[config.mk]
export PLATFORM = sky130hd
export DESIGN_NAME = lp_handshake_periph
export DESIGN_NICKNAME = d
export VERILOG_FILES = /design/src/rtl/lp_pkg.sv /design/src/rtl/lp_req_sync.sv /design/src/rtl/lp_hs_fsm.sv /design/src/rtl/lp_handshake_periph.sv
export SDC_FILE = /design/constraint.sdc
export NUM_CORES = 1
export LEC_CHECK = 0
export BUFFER_PORTS_ARGS = -buffer_cell sky130_fd_sc_hd__buf_2
export CELL_PAD_IN_SITES_DETAIL_PLACEMENT = 2
export CELL_PAD_IN_SITES_GLOBAL_PLACEMENT = 2
export CORE_MARGIN = 2
export CORE_UTILIZATION = 32
export CTS_CLUSTER_DIAMETER = 40
export DETAILED_ROUTE_END_ITERATION = 16
export GPL_ROUTABILITY_DRIVEN = 0
export PLACE_DENSITY = 0.81
export RECOVER_POWER = 25
export SETUP_SLACK_MARGIN = 0.3
export SYNTH_ARGS = -nofsm -noshare
export SYNTH_HDL_FRONTEND = slang
export SYNTH_SLANG_ARGS = --single-unit
export TNS_END_PERCENT = 1
[constraint.sdc]
create_clock -name clk -period 2.3 [get_ports clk]
set_input_delay 0.115 -clock clk [delete_from_list [all_inputs] [get_ports clk]]
set_output_delay 0.115 -clock clk [all_outputs]
set_load 0.05 [all_outputs]
[src/rtl/lp_pkg.sv]
package lp_pkg;
  typedef enum logic [2:0] {
    LP_RUN  = 3'd0,
    LP_DENY = 3'd1,
    LP_LOW  = 3'd2,
    LP_EXIT = 3'd3,
    LP_WAKE = 3'd4
  } lp_state_e;
endpackage

[src/rtl/lp_req_sync.sv]
module lp_req_sync #(
  parameter int STAGES = 2
) (
  input  logic clk,
  input  logic rst,
  input  logic req_i,
  output logic fall_o,
  output logic rise_o
);
  logic [STAGES-1:0] chain;
  logic              prev;
  logic              synced;

  generate
    if (STAGES == 1) begin : g_one
      always_ff @(posedge clk) begin
        if (rst) chain <= '1;
        else     chain <= req_i;
      end
    end else begin : g_many
      always_ff @(posedge clk) begin
        if (rst) chain <= '1;
        else     chain <= {chain[STAGES-2:0], req_i};
      end
    end
  endgenerate

  assign synced = chain[STAGES-1];

  always_ff @(posedge clk) begin
    if (rst) prev <= 1'b1;
    else     prev <= synced;
  end

  assign fall_o = prev & ~synced;
  assign rise_o = ~prev & synced;
endmodule

[src/rtl/lp_hs_fsm.sv]
module lp_hs_fsm
  import lp_pkg::*;
(
  input  logic clk,
  input  logic rst,
  input  logic fall_i,
  input  logic rise_i,
  input  logic busy_i,
  input  logic wake_i,
  output logic need_clk_o,
  output logic ack_o,
  output logic lp_o
);
  lp_state_e st;

  always_ff @(posedge clk) begin
    if (rst) begin
      st         <= LP_RUN;
      ack_o      <= 1'b1;
      need_clk_o <= 1'b0;
      lp_o       <= 1'b0;
    end else begin
      case (st)
        LP_RUN: begin
          need_clk_o <= busy_i;
          if (fall_i) begin
            ack_o <= 1'b0;
            if (busy_i) begin
              need_clk_o <= 1'b1;
              st         <= LP_DENY;
            end else begin
              need_clk_o <= 1'b0;
              lp_o       <= 1'b1;
              st         <= LP_LOW;
            end
          end
        end
        LP_DENY: begin
          need_clk_o <= 1'b1;
          if (rise_i) begin
            ack_o <= 1'b1;
            st    <= LP_RUN;
          end
        end
        LP_LOW: begin
          if (rise_i) begin
            need_clk_o <= 1'b1;
            st         <= LP_EXIT;
          end else if (wake_i || busy_i) begin
            need_clk_o <= 1'b1;
            st         <= LP_WAKE;
          end
        end
        LP_EXIT: begin
          ack_o <= 1'b1;
          lp_o  <= 1'b0;
          st    <= LP_RUN;
        end
        LP_WAKE: begin
          if (rise_i) begin
            ack_o <= 1'b1;
            lp_o  <= 1'b0;
            st    <= LP_RUN;
          end
        end
        default: st <= LP_RUN;
      endcase
    end
  end

  // acknowledge falls only after a synchronised falling request
  assert_ack_fall_on_edge_R8: assert property (@(posedge clk) disable iff (rst)
    $fell(ack_o) |-> $past(fall_i));

  // acknowledge rises only one or two edges after a synchronised rise
  assert_ack_rise_on_edge_R8: assert property (@(posedge clk) disable iff (rst)
    $rose(ack_o) |-> ($past(rise_i) || $past(rise_i, 2)));

  // entering low power drops both the clock need and the acknowledge
  assert_low_entry_quiet_R3: assert property (@(posedge clk) disable iff (rst)
    $rose(lp_o) |-> (!need_clk_o && !ack_o));

  // an open handshake outside low power means a denial, clock kept
  assert_deny_keeps_clock_R4: assert property (@(posedge clk) disable iff (rst)
    (!ack_o && !lp_o) |-> need_clk_o);

  // leaving low power happens with clock requested and acknowledge high
  assert_exit_complete_R6: assert property (@(posedge clk) disable iff (rst)
    $fell(lp_o) |-> (ack_o && need_clk_o));
endmodule

[src/rtl/lp_handshake_periph.sv]
module lp_handshake_periph #(
  parameter int SYNC_STAGES = 2
) (
  input  logic clk,
  input  logic rst,
  input  logic ctl_run_req,
  input  logic busy_i,
  input  logic wake_i,
  output logic need_clk_o,
  output logic periph_ack_o,
  output logic lp_state_o
);
  logic req_fall;
  logic req_rise;

  lp_req_sync #(.STAGES(SYNC_STAGES)) u_sync (
    .clk    (clk),
    .rst    (rst),
    .req_i  (ctl_run_req),
    .fall_o (req_fall),
    .rise_o (req_rise)
  );

  lp_hs_fsm u_fsm (
    .clk        (clk),
    .rst        (rst),
    .fall_i     (req_fall),
    .rise_i     (req_rise),
    .busy_i     (busy_i),
    .wake_i     (wake_i),
    .need_clk_o (need_clk_o),
    .ack_o      (periph_ack_o),
    .lp_o       (lp_state_o)
  );

  // the resting state has the acknowledge high
  assert_rest_ack_R1: assert property (@(posedge clk) disable iff (rst)
    $fell(rst) |-> periph_ack_o);
endmodule

After elaboration in Yosys (flattened, before gate mapping)
Cells that the tools add are included.
- register bits after elaboration: 9
- input port bits: 5
- output and inout bits: 3
- logic and storage cells: 47
- equal/unequal tests: 9
- mux-type cells: 18
- bitwise gates (word level): 4
- reduce and logical (&&, ||, !) cells: 10
- operators with widths (cell ; count):
    $mux 3 ; 4
    $mux 1 ; 9
    $pmux 1 s3 ; 3
    $pmux 3 s3 ; 1
    $reduce_bool 3->1 ; 3
    $eq 3x2->1 const B ; 2
    $ne 2x2->1 const B ; 3
    $reduce_and 3->1 ; 2
    $reduce_and 4->1 ; 1
    $eq 3x1->1 const B ; 1
    $eq 3x3->1 const B ; 1
    $logic_not 3->1 ; 1
    $ne 3x2->1 const B ; 1
    $and 1x1->1 ; 2
    $mux 2 ; 1
    $ne 2x1->1 const B ; 1
    $not 1->1 ; 2
    $reduce_and 2->1 ; 1
    $reduce_or 2->1 ; 1
    $logic_or 1x1->1 ; 1

Longest topological paths before layout
Gate-level depths: netlist (run 1).
- depth in word-level cells: 4
- depth in mapped cells: 5
- mapped depth without buffers: 4

Modules after synthesis
A second synthesis (run 1) with hierarchy kept.
- cells, all modules: 48
- area, all modules: 439.2 µm²
- by module, submodules not included (module ; instances ; cells an instance ; area an instance (µm²) ; seq. area each (µm²)):
    lp_hs_fsm ; 1 ; 40 ; 346.6 ; 120.1
    lp_req_sync ; 1 ; 8 ; 92.6 ; 60.1

Worst setup path after synthesis (run 1)
OpenSTA, ideal clock, no wires.
- path kind: register -> register
- from: register u_fsm.st[2]
- to: register u_fsm.st[0]
- setup time: 0.086 ns
- arrival: 1.137 ns
- data required time: 2.214 ns
- slack: 1.077 ns
- cell stages (with the launch flop): 6
- buffers on the path: 1
- period minus slack after synthesis: 1.223 ns
- cells stage by stage: dfxtp_1 -> buf_6 -> nor2_2 -> a21oi_1 -> a211o_1 -> a221oi_2
- longest elaborated chain between the ends: 4
- elaborated cells between the ends (all ways): 10
- those cells by class: eq/ne: 6; mux: 1; reduce/logical: 3
- RTL lines (item ; line ; text):
    start, declared ; lp_hs_fsm.sv:14 ; lp_state_e st;
    start signal, assigned ; lp_hs_fsm.sv:18 ; st <= LP_RUN;
    start signal, assigned ; lp_hs_fsm.sv:30 ; st <= LP_DENY;
    start signal, assigned ; lp_hs_fsm.sv:34 ; st <= LP_LOW;
    $eq 3x1->1 / $eq 3x3->1 (equally long branches) ; lp_hs_fsm.sv:23 ; case (st)
    $reduce_or 2->1 (no line) ; - ;
    $ne 2x1->1 (no line) ; - ;
    $reduce_and 3->1 (no line) ; - ;
Parallel ways exist; a longest one is shown, timed or not.
A chain may end at the register's enable or synchronous reset.

Worst setup path after layout (run 1)
Ends and elaborated chain as after synthesis.

==> results.json, run 1 <==
{
  "timing.setup.critical_path_class": "reg2reg",
  "grt_max_degree": 11,
  "max_slew.worst_pin.slew_ps": 455,
  "post_synth_main_area_contributors": "sky130_fd_sc_hd__dfxtp_1 (37%), sky130_fd_sc_hd__a21oi_1 (6.2%), sky130_fd_sc_hd__a211oi_1 (4.6%)",
  "clock.fmax_mhz": 653,
  "cts.path.max_buffers": 2,
  "cts_hold_repair.buffers": 0,
  "number_of_instances_resized_during_post_cts_repair": 0,
  "detail_route.drc_violations": 0,
  "syn-mean-instance-area_sq_um": 8.37,
  "worst_setup_path_start_kind": "flip-flop",
  "timing_hold_violations_final": 0,
  "synth.largest_area_cell": "sky130_fd_sc_hd__dfxtp_1",
  "critical_path.endpoint_type": "flip-flop",
  "yosysMostFrequentCell": "sky130_fd_sc_hd__dfxtp_1",
  "groute.usage.overall_pct": 16.7,
  "area_growth_pct": 10.3,
  "place.port_buffers": 7,
  "synth_enable_flop_cells": 0,
  "ant_nets": 0,
  "cts_sinks": 9,
  "cts_tree": "yes",
  "initial_cell_density_of_the_core_pct": 33.0,
  "clkLatencyLatePin_ps": 270,
  "main_combinational_cell_family_by_area_after_synthesis": "compound AO/OA/AOI/OAI gates",
  "period_needed_ps": 1530,
  "critPathMaxFanout": 10,
  "drt_iter0_drc": 3,
  "place_hpwl_microns": 961,
  "total_congestion_overflow": 0,
  "ys.flop_type": "sky130_fd_sc_hd__dfxtp_1",
  "final.fill_count": 185,
  "dr.pass1.iters": 4,
  "synth_top_area_share_pct": 37.1,
  "clockRootBuffer": "sky130_fd_sc_hd__clkbuf_4",
  "insertedDiodeCount": 0,
  "global_route_wire_length_before_repair_microns": 2170,
  "drv_slew": 0,
  "power.density_mw_per_mm2": 786,
  "routed-wl-met3_microns": 68,
  "synthMuxAreaShare_pct": 0,
  "design.final.nets": 71,
  "cts-buffers-inserted": 3,
  "number_of_antenna_violations_at_the_first_check_in_global_routing": 0,
  "post_cts_buffers": 0,
  "worst_vdd_rail_ir_drop_mv": 0.318,
  "finalCritPeriodShare_pct": 66.6,
  "synth_xor_area_share_pct": 0,
  "placeableCoreArea_sq_mm": 0.00147,
  "slew_headroom_pct": 69.4,
  "top_layer": "met4",
  "die-height_microns": 43.0,
  "drt-vias-per-instance": 5.53,
  "synth.cells.most_frequent": "sky130_fd_sc_hd__dfxtp_1 (9), sky130_fd_sc_hd__a21oi_1 (6), sky130_fd_sc_hd__nand2_1 (5)",
  "syn-instance-count": 58,
  "detail_route.wirelength.met1_microns": 590,
  "yosys_warnings": 0,
  "count_of_distinct_cell_types_in_the_synthesized_netlist": 28,
  "worstPathRequired_ps": 2490,
  "first_global_vias": 462,
  "post_synth_instance_area_sq_um": 485,
  "grt_setup_unrepaired": "no",
  "setup_tns_ps": 0,
  "synth_nets": 63,
  "hold-worst-slack_ps": 28.2,
  "die_area_sq_mm": 0.00184,
  "synth_compound_gate_area_share_pct": 32.7,
  "yosys.area_share.simple_pct": 20.9,
  "vias": 448,
  "final_core_utilization_pct": 36.4,
  "outcome": "finished, final reports clean",
  "crit_chain": "nor3_1 -> and2_1 -> a211o_1 -> a221oi_2",
  "synth_seq_area_share_pct": 37.1,
  "p_leak_nw": 0.228,
  "cts_htree_levels": 1,
  "worst-endpoint-arrival_ps": 1720,
  "maximum_capacitance_violations": 0,
  "die_width_microns": 43.0,
  "post_synth_adder_cell_area_pct": 0,
  "clkSlewWorstSetupHoldPaths_ps": 60,
  "postSynth.asyncResetShare_pct": 0,
  "design.portCount": 8,
  "fp-row-count": 14,
  "drt-total-wl_microns": 1290,
  "worstHoldPathType": "in2reg",
  "fin_skew_ps": 2.40,
  "final-setup-viol-count": 0,
  "critPathMaxStageDelay_ps": 530,
  "route.met2.wl_microns": 608,
  "critical_path.slowest_cell": "sky130_fd_sc_hd__dfxtp_1",
  "routed_wire_length_per_instance_microns": 15.9,
  "drive_above_1_share_pct": 24.6,
  "register_bit_count_reported_by_yosys": 9
}
[area by class of cell]
class                      count  area, sq um  share of cell area, %
timing repair buffer           7         33.8                   6.31
tap                           16         20.0                   3.74
multi-input combinational     41          260                   48.6
clock buffer                   4         26.3                   4.91
inverter                       4         15.0                   2.80
sequential                     9          180                   33.6
[registers in the layout, summed over array words and instances, names as in the netlist]
register	cells
u_fsm.st	3
u_sync.chain	2
u_fsm.ack_o	1
u_fsm.lp_o	1
u_fsm.need_clk_o	1
u_sync.prev	1
[cells in the final DEF, fill, tap and decap left out, types with 2 or more instances in the layout]
master and count:
sky130_fd_sc_hd__nand2_1 5, sky130_fd_sc_hd__a31oi_1 2, sky130_fd_sc_hd__nor2_2 2, sky130_fd_sc_hd__buf_2 6
sky130_fd_sc_hd__o21ai_0 2, sky130_fd_sc_hd__inv_1 4, sky130_fd_sc_hd__nor3_1 2, sky130_fd_sc_hd__a211oi_1 3
sky130_fd_sc_hd__clkbuf_4 3, sky130_fd_sc_hd__a21oi_1 6, sky130_fd_sc_hd__dfxtp_1 9, sky130_fd_sc_hd__nor2_1 2
sky130_fd_sc_hd__clkbuf_1 2, sky130_fd_sc_hd__or2_2 3
[critical path, delay by kind of cell, from the launching register on]
family / cells / cell delay [ps]
and+or+nand+nor: 2 / 370
DFF: 1 / 530
AOI/OAI and AO/OA: 2 / 550
[worst paths after layout]
kind | startpoint | end | slack (ps) | depth (start not counted)
worst max register to register | u_fsm.st[2] | u_fsm.st[0] | 770 | 4
worst min-delay path | ctl_run_req | u_sync.chain[0] | 30 | 2
worst max-delay path | u_fsm.st[2] | u_fsm.st[0] | 770 | 4
worst min register to register | u_sync.chain[0] | u_sync.chain[1] | 410 | 1
[routing by layer]
layer	GRT usage, %	up-vias
li1	-	221
met1	19.9	212
met2	26.7	13
met3	3.83	2
met4	10.9	0
met5	0	-
[through the flow]
| stage | total power, mW | instance area, sq um | setup slack [ps] | cells |
|---|---|---|---|---|
| 6_report | 0.421 | 536 | 768 | 81 |
| 5_1_grt | 0.445 | 536 | 696 | 81 |
| 4_1_cts | 0.428 | 537 | 762 | 81 |
| 3_5_place_dp | 0.297 | 510 | 776 | 77 |
| 3_3_place_gp | 0.295 | 510 | 825 | 77 |
| 2_1_floorplan | 0.279 | 485 | 1080 | 58 |
[cells by family after synthesis]
logic type      Yosys count
flops                     9
simple gates             19
buf+inv                   8
compound gates           22
[where the power goes]
part	internal (mW)	switching, mW
combinational	0.0375	0.0657
sequential	0.170	0.0207
clock	0.0672	0.0599
No activity file was read; power rests on OpenSTA's default activity.
==> run 2: changes to the inputs <==
--- a/config.mk
+++ b/config.mk
@@ -5,15 +5,16 @@
 export SDC_FILE = /design/constraint.sdc
 export NUM_CORES = 1
 export LEC_CHECK = 0
+export ABC_AREA = 1
 export BUFFER_PORTS_ARGS = -buffer_cell sky130_fd_sc_hd__buf_2
 export CELL_PAD_IN_SITES_DETAIL_PLACEMENT = 2
 export CELL_PAD_IN_SITES_GLOBAL_PLACEMENT = 2
 export CORE_MARGIN = 2
-export CORE_UTILIZATION = 32
+export CORE_UTILIZATION = 28
 export CTS_CLUSTER_DIAMETER = 40
 export DETAILED_ROUTE_END_ITERATION = 16
 export GPL_ROUTABILITY_DRIVEN = 0
-export PLACE_DENSITY = 0.81
+export PLACE_DENSITY = 0.75
 export RECOVER_POWER = 25
 export SETUP_SLACK_MARGIN = 0.3
 export SYNTH_ARGS = -nofsm -noshare
==> constraint.sdc (replaced) <==
create_clock -name clk -period 1.6 [get_ports clk]
set_input_delay 0.08 -clock clk [delete_from_list [all_inputs] [get_ports clk]]
set_output_delay 0.08 -clock clk [all_outputs]
set_load 0.05 [all_outputs]
==> run 2 against run 1 <==
Compared with the run above: worst setup slack got worse by 400 ps; count of clock-buffer cells in the layout unchanged; wire length increased by 1.7%; combinational power increased to 7.3 times the previous value; clock skew decreased by 1.4 ps; global-route usage decreased by 1.4 points; non-clock buffer count increased by 1; register-to-register slack got worse by 400 ps; total power increased to 3.1 times the previous value; sequential cell count unchanged; via count increased by 6.5%; synthesized cell count increased by 21%.
==> results.json, run 2 <==
{
  "yosysMostFrequentCell": "sky130_fd_sc_hd__nand2_1",
  "fp-row-count": 15,
  "critPathMaxStageDelay_ps": 340,
  "synth.largest_area_cell": "sky130_fd_sc_hd__dfxtp_1",
  "cts_htree_levels": 1,
  "detail_route.drc_violations": 0,
  "die-height_microns": 46.5,
  "layout_top_registers": "u_fsm.st x3, u_sync.chain x2",
  "finalPower_mw": 1.30,
  "count_of_distinct_cell_types_in_the_synthesized_netlist": 18,
  "timing.critical_path.mode_cell": "sky130_fd_sc_hd__nand2_1",
  "ys.flop_type": "sky130_fd_sc_hd__dfxtp_1",
  "design.final.nets": 87,
  "maximum_capacitance_violations": 0,
  "cts-buffers-inserted": 3,
  "period_needed_ps": 1230,
  "clkLatencyLatePin_ps": 270,
  "worst_setup_path_start_kind": "flip-flop",
  "routed_wire_length_per_instance_microns": 12.4,
  "vias": 477,
  "die_area_sq_mm": 0.00216,
  "initial_cell_density_of_the_core_pct": 29.6,
  "grt_setup_unrepaired": "no",
  "outcome": "finished, final reports clean",
  "clock.fmax_mhz": 812,
  "synth_top_area_share_pct": 35.6,
  "p_leak_nw": 0.290,
  "worstPathRequired_ps": 1770,
  "fin_skew_ps": 1.02,
  "drt-vias-per-instance": 4.50,
  "hold-worst-slack_ps": 32.3,
  "cts_sinks": 9,
  "syn-mean-instance-area_sq_um": 7.22,
  "yosys_warnings": 0,
  "final-setup-viol-count": 0,
  "post_layout_nonfiller_instances": 106,
  "syn-instance-count": 70,
  "post_synth_main_area_contributors": "sky130_fd_sc_hd__dfxtp_1 (36%), sky130_fd_sc_hd__nand2_1 (15%), sky130_fd_sc_hd__nand2_4 (6.7%)",
  "postSynth.asyncResetShare_pct": 0,
  "dr.pass1.iters": 4,
  "worstHoldPathType": "in2reg",
  "drive_above_1_share_pct": 32.1,
  "synth_nets": 75,
  "timing.setup.critical_path_class": "reg2reg",
  "cts_tree": "yes",
  "drt_iter0_drc": 4,
  "drt-total-wl_microns": 1310,
  "placedCellCount": 101,
  "timing_hold_violations_final": 0,
  "critPathMaxFanout": 4,
  "worst_vdd_rail_ir_drop_mv": 0.631,
  "final_cell_mix": "sky130_fd_sc_hd__nand2_1 (20), sky130_fd_sc_hd__dfxtp_1 (8), sky130_fd_sc_hd__nor2_1 (7), sky130_fd_sc_hd__buf_2 (7), sky130_fd_sc_hd__a21oi_1 (6)",
  "slew_headroom_pct": 83.5,
  "register_bit_count_reported_by_yosys": 9,
  "final_core_utilization_pct": 35.0,
  "place_hpwl_microns": 1010,
  "total_congestion_overflow": 0,
  "max_ffs_per_register": 3,
  "grt_max_degree": 9,
  "number_of_antenna_violations_at_the_first_check_in_global_routing": 0,
  "groute.usage.overall_pct": 15.3,
  "crit_chain": "inv_2 -> nand2_1 -> nor2_2 -> nand3_1 -> nand3_2 -> nand2_1 -> nand2_1 -> nor2_2",
  "setup_tns_ps": 0,
  "layout_commonest_cell": "sky130_fd_sc_hd__nand2_1",
  "power.density_mw_per_mm2": 2180,
  "finalCritPeriodShare_pct": 76.9,
  "cpLargestDelayFamily": "simple AND/OR/NAND/NOR gates",
  "placeableCoreArea_sq_mm": 0.00171,
  "design.portCount": 8,
  "synth_seq_area_share_pct": 35.6,
  "post_synth_instance_area_sq_um": 505,
  "first_global_vias": 458,
  "area_growth_pct": 18.3,
  "place.port_buffers": 7,
  "global_route_wire_length_before_repair_microns": 2080,
  "post_cts_buffers": 0,
  "drv_slew": 0,
  "max_flop_register": "u_fsm.st",
  "worst-endpoint-arrival_ps": 1400,
  "ant_nets": 0,
  "critical_path.slowest_cell": "sky130_fd_sc_hd__dfxtp_1",
  "clockRootBuffer": "sky130_fd_sc_hd__clkbuf_4",
  "critical_path.n_buffers_inverters": 1,
  "max_slew.worst_pin.slew_ps": 249,
  "clkSlewWorstSetupHoldPaths_ps": 60,
  "synth.cells.most_frequent": "sky130_fd_sc_hd__nand2_1 (20), sky130_fd_sc_hd__dfxtp_1 (9), sky130_fd_sc_hd__nor2_1 (7)",
  "critical_path.endpoint_type": "flip-flop",
  "insertedDiodeCount": 0,
  "final.fill_count": 217,
  "synth_enable_flop_cells": 0,
  "die_width_microns": 46.5,
  "cts.path.max_buffers": 2
}
## run 2: report_power, final
| group | leakage [nW] | total [mW] | internal (mW) | switching, mW |
|---|---|---|---|---|
| Sequential | 0.0748 | 0.362 | 0.292 | 0.0698 |
| Clock | 0.0150 | 0.187 | 0.0968 | 0.0906 |
| Combinational | 0.200 | 0.755 | 0.241 | 0.514 |
## run 2: layout make-up
class / instances / area [sq um] / area share, %
Inverter: 8 / 30.0 / 5.02
Tap cell: 25 / 31.3 / 5.23
Clock buffer: 4 / 26.3 / 4.39
Multi-Input combinational cell: 52 / 284 / 47.5
Timing Repair Buffer: 8 / 45.0 / 7.53
Sequential cell: 9 / 181 / 30.3
## run 2: worst paths after layout
kind	from	end	slack, ps	depth (start not counted)
setup reg to reg	u_fsm.st[0]	u_fsm.st[0]	370	8
setup / recovery	u_fsm.st[0]	u_fsm.st[0]	370	8
hold / removal	rst	u_sync.chain[0]	30	2
hold reg to reg	u_sync.chain[0]	u_sync.chain[1]	420	1
## run 2: metrics by stage
| stage | setup WS, ps | instance area [sq um] |
|---|---|---|
| 5_1_grt | 304 | 598 |
| 6_report | 369 | 598 |
| 3_5_place_dp | 301 | 561 |
| 2_1_floorplan | 571 | 505 |
| 4_1_cts | 368 | 598 |
| 3_3_place_gp | 339 | 561 |
## run 2: per-layer routing
metal  global-route usage (%)  vias to the layer above  routed length, microns
met2                     23.6                        7                     651
met5                        0                        -                       0
li1                         -                      242                       -
met3                     7.06                        4                      43
met1                     17.4                      224                     583
met4                     8.57                        0                      32
## run 2: kinds of logic after synthesis
logic type / count (synthesis) / synth area share, %
buf+inv: 9 / 8.17
simple gates: 42 / 44.6
compound gates: 10 / 11.6
flops: 9 / 35.6
## run 2: repair_timing
item	4_1_cts	5_1_grt
resized for setup	1	0
hold buffers	1	0
endpoints found under the hold margin	1	0
endpoints found under the setup margin	1	0
==> run 3: changes to the inputs <==
--- a/config.mk
+++ b/config.mk
@@ -5,16 +5,16 @@
 export SDC_FILE = /design/constraint.sdc
 export NUM_CORES = 1
 export LEC_CHECK = 0
-export ABC_AREA = 1
+export ABC_AREA = 0
 export BUFFER_PORTS_ARGS = -buffer_cell sky130_fd_sc_hd__buf_2
 export CELL_PAD_IN_SITES_DETAIL_PLACEMENT = 2
 export CELL_PAD_IN_SITES_GLOBAL_PLACEMENT = 2
 export CORE_MARGIN = 2
-export CORE_UTILIZATION = 28
+export CORE_UTILIZATION = 30
 export CTS_CLUSTER_DIAMETER = 40
 export DETAILED_ROUTE_END_ITERATION = 16
 export GPL_ROUTABILITY_DRIVEN = 0
-export PLACE_DENSITY = 0.75
+export PLACE_DENSITY = 0.77
 export RECOVER_POWER = 25
 export SETUP_SLACK_MARGIN = 0.3
 export SYNTH_ARGS = -nofsm -noshare
==> constraint.sdc (replaced) <==
create_clock -name clk -period 1.17 [get_ports clk]
set_input_delay 0.0585 -clock clk [delete_from_list [all_inputs] [get_ports clk]]
set_output_delay 0.0585 -clock clk [all_outputs]
set_load 0.05 [all_outputs]
==> run 3 against run 2 <==
Compared with the run above: the run now ends with negative setup slack left; first-iteration DRC count rose by 100%; clock power rose by 33%; combinational power fell by 46%; global-route usage rose by 6.6 points; utilization rose by 18 points; critical path depth fell by 4; worst setup slack got worse by 590 ps; non-clock buffer count rose by 19; critical endpoint is now u_fsm.ack_o; largest cell class unchanged.
==> results.json, run 3 (same netlist as run 1, synthesis figures left out) <==
{
  "outcome": "complete, but fails checks",
  "violated_checks": "negative setup slack",
  "total_congestion_overflow": 0,
  "groute.usage.overall_pct": 21.9,
  "slew_headroom_pct": 79.1,
  "worstPathRequired_ps": 1310,
  "maximum_capacitance_violations": 0,
  "first_global_vias": 619,
  "detail_route.drc_violations": 0,
  "fin_skew_ps": 3.56,
  "max_ffs_per_register": 3,
  "hold-worst-slack_ps": 86.8,
  "max_slew.worst_pin.slew_ps": 310,
  "critPathMaxFanout": 5,
  "number_of_antenna_violations_at_the_first_check_in_global_routing": 0,
  "area_growth_pct": 65.2,
  "worst_vdd_rail_ir_drop_mv": 0.852,
  "final-setup-viol-count": 5,
  "layout_commonest_cell": "sky130_fd_sc_hd__buf_4",
  "die_area_sq_mm": 0.00196,
  "finalCritPeriodShare_pct": 119,
  "cts.path.max_buffers": 2,
  "cts_sinks": 9,
  "die_width_microns": 44.2,
  "timing_hold_violations_final": 0,
  "routed_wire_length_per_instance_microns": 21.8,
  "placeableCoreArea_sq_mm": 0.00151,
  "place_hpwl_microns": 1270,
  "global_route_wire_length_before_repair_microns": 3080,
  "fp-row-count": 14,
  "drt-total-wl_microns": 2200,
  "final_cell_mix": "sky130_fd_sc_hd__buf_4 (18), sky130_fd_sc_hd__a21oi_1 (5)",
  "timing.setup.critical_path_class": "reg2reg",
  "layout.area.seq_sq_um": 196,
  "grt_setup_unrepaired": "yes",
  "finalPower_mw": 1.04,
  "power.density_mw_per_mm2": 1300,
  "drt_iter0_drc": 8,
  "cts_tree": "yes",
  "drive_above_1_share_pct": 64.7,
  "max_flop_register": "u_fsm.st",
  "multi_input_gate_area_in_the_final_layout_sq_um": 334,
  "critical_path.endpoint_type": "flip-flop",
  "dr.pass1.iters": 2,
  "vias": 567,
  "final.fill_count": 162,
  "clock.fmax_mhz": 719,
  "drv_slew": 0,
  "initial_cell_density_of_the_core_pct": 32.2,
  "place.port_buffers": 7,
  "die-height_microns": 44.2,
  "fin_ws_ps": -221,
  "period_needed_ps": 1390,
  "insertedDiodeCount": 0,
  "drt-vias-per-instance": 5.61,
  "clkLatencyLatePin_ps": 260,
  "ant_nets": 0,
  "p_leak_nw": 0.367,
  "cts-buffers-inserted": 3,
  "clockRootBuffer": "sky130_fd_sc_hd__clkbuf_4",
  "layout_top_registers": "u_fsm.st x3, u_sync.chain x2",
  "design.portCount": 8,
  "clkSlewWorstSetupHoldPaths_ps": 70,
  "cts_htree_levels": 1,
  "final_core_utilization_pct": 53.2,
  "grt_max_degree": 10,
  "worstHoldPathType": "in2reg",
  "design.final.nets": 91,
  "worst-endpoint-arrival_ps": 1530,
  "worst_setup_path_start_kind": "flip-flop"
}
## run 3: what timing repair did
action	CTS	global route
hold buffers	1	0
gates resized for setup	19	12
endpoints found under the setup margin	9	10
hold endpoints to repair	1	0
pin swaps	4	5
buffers inserted	1	5
## run 3: metal layers
metal	vias to the layer above	wire [microns]	track usage, %
met4	0	17	3.64
met5	-	0	0
met2	13	1140	37.9
met1	286	947	28.0
li1	266	-	-
met3	2	96	5.31
## run 3: critical path, stage by stage, from the launching register on
cell and delay, ps:
sky130_fd_sc_hd__dfxtp_2 340, sky130_fd_sc_hd__and2b_2 280, sky130_fd_sc_hd__a22oi_2 130, sky130_fd_sc_hd__a21o_1 190
sky130_fd_sc_hd__a221o_1 330
## run 3: final timing paths
check                  start  slack [ps]  cells past startpoint              end
max              u_sync.prev        -220                      4      u_fsm.ack_o
min                   busy_i          90                      3      u_fsm.st[0]
max reg2reg      u_sync.prev        -220                      4      u_fsm.ack_o
min reg2reg  u_sync.chain[0]         410                      1  u_sync.chain[1]
## run 3: final cells by class
cell class / count / share of cell area (%)
timing repair buffer: 27 / 26.2
clock buffer: 4 / 3.28
tap: 16 / 2.50
sequential: 9 / 24.5
multi-input combinational: 41 / 41.7
inverter: 4 / 1.87
## run 3: power breakdown
| group | switching, mW | internal (mW) | leakage, nW |
|---|---|---|---|
| logic | 0.208 | 0.199 | 0.277 |
| clock network | 0.117 | 0.131 | 0.0150 |
| registers | 0.0529 | 0.336 | 0.0757 |
| total | 0.378 | 0.666 | 0.367 |
## run 3: per-stage QoR
step | TNS [ps] | instances | area (sq um) | setup slack, ps
2_1_floorplan | -68.5 | 58 | 507 | -30.2
3_3_place_gp | -527 | 90 | 622 | -200
3_5_place_dp | -745 | 90 | 622 | -251
4_1_cts | -480 | 96 | 719 | -137
5_1_grt | -1120 | 101 | 802 | -276
6_report | -727 | 101 | 802 | -221
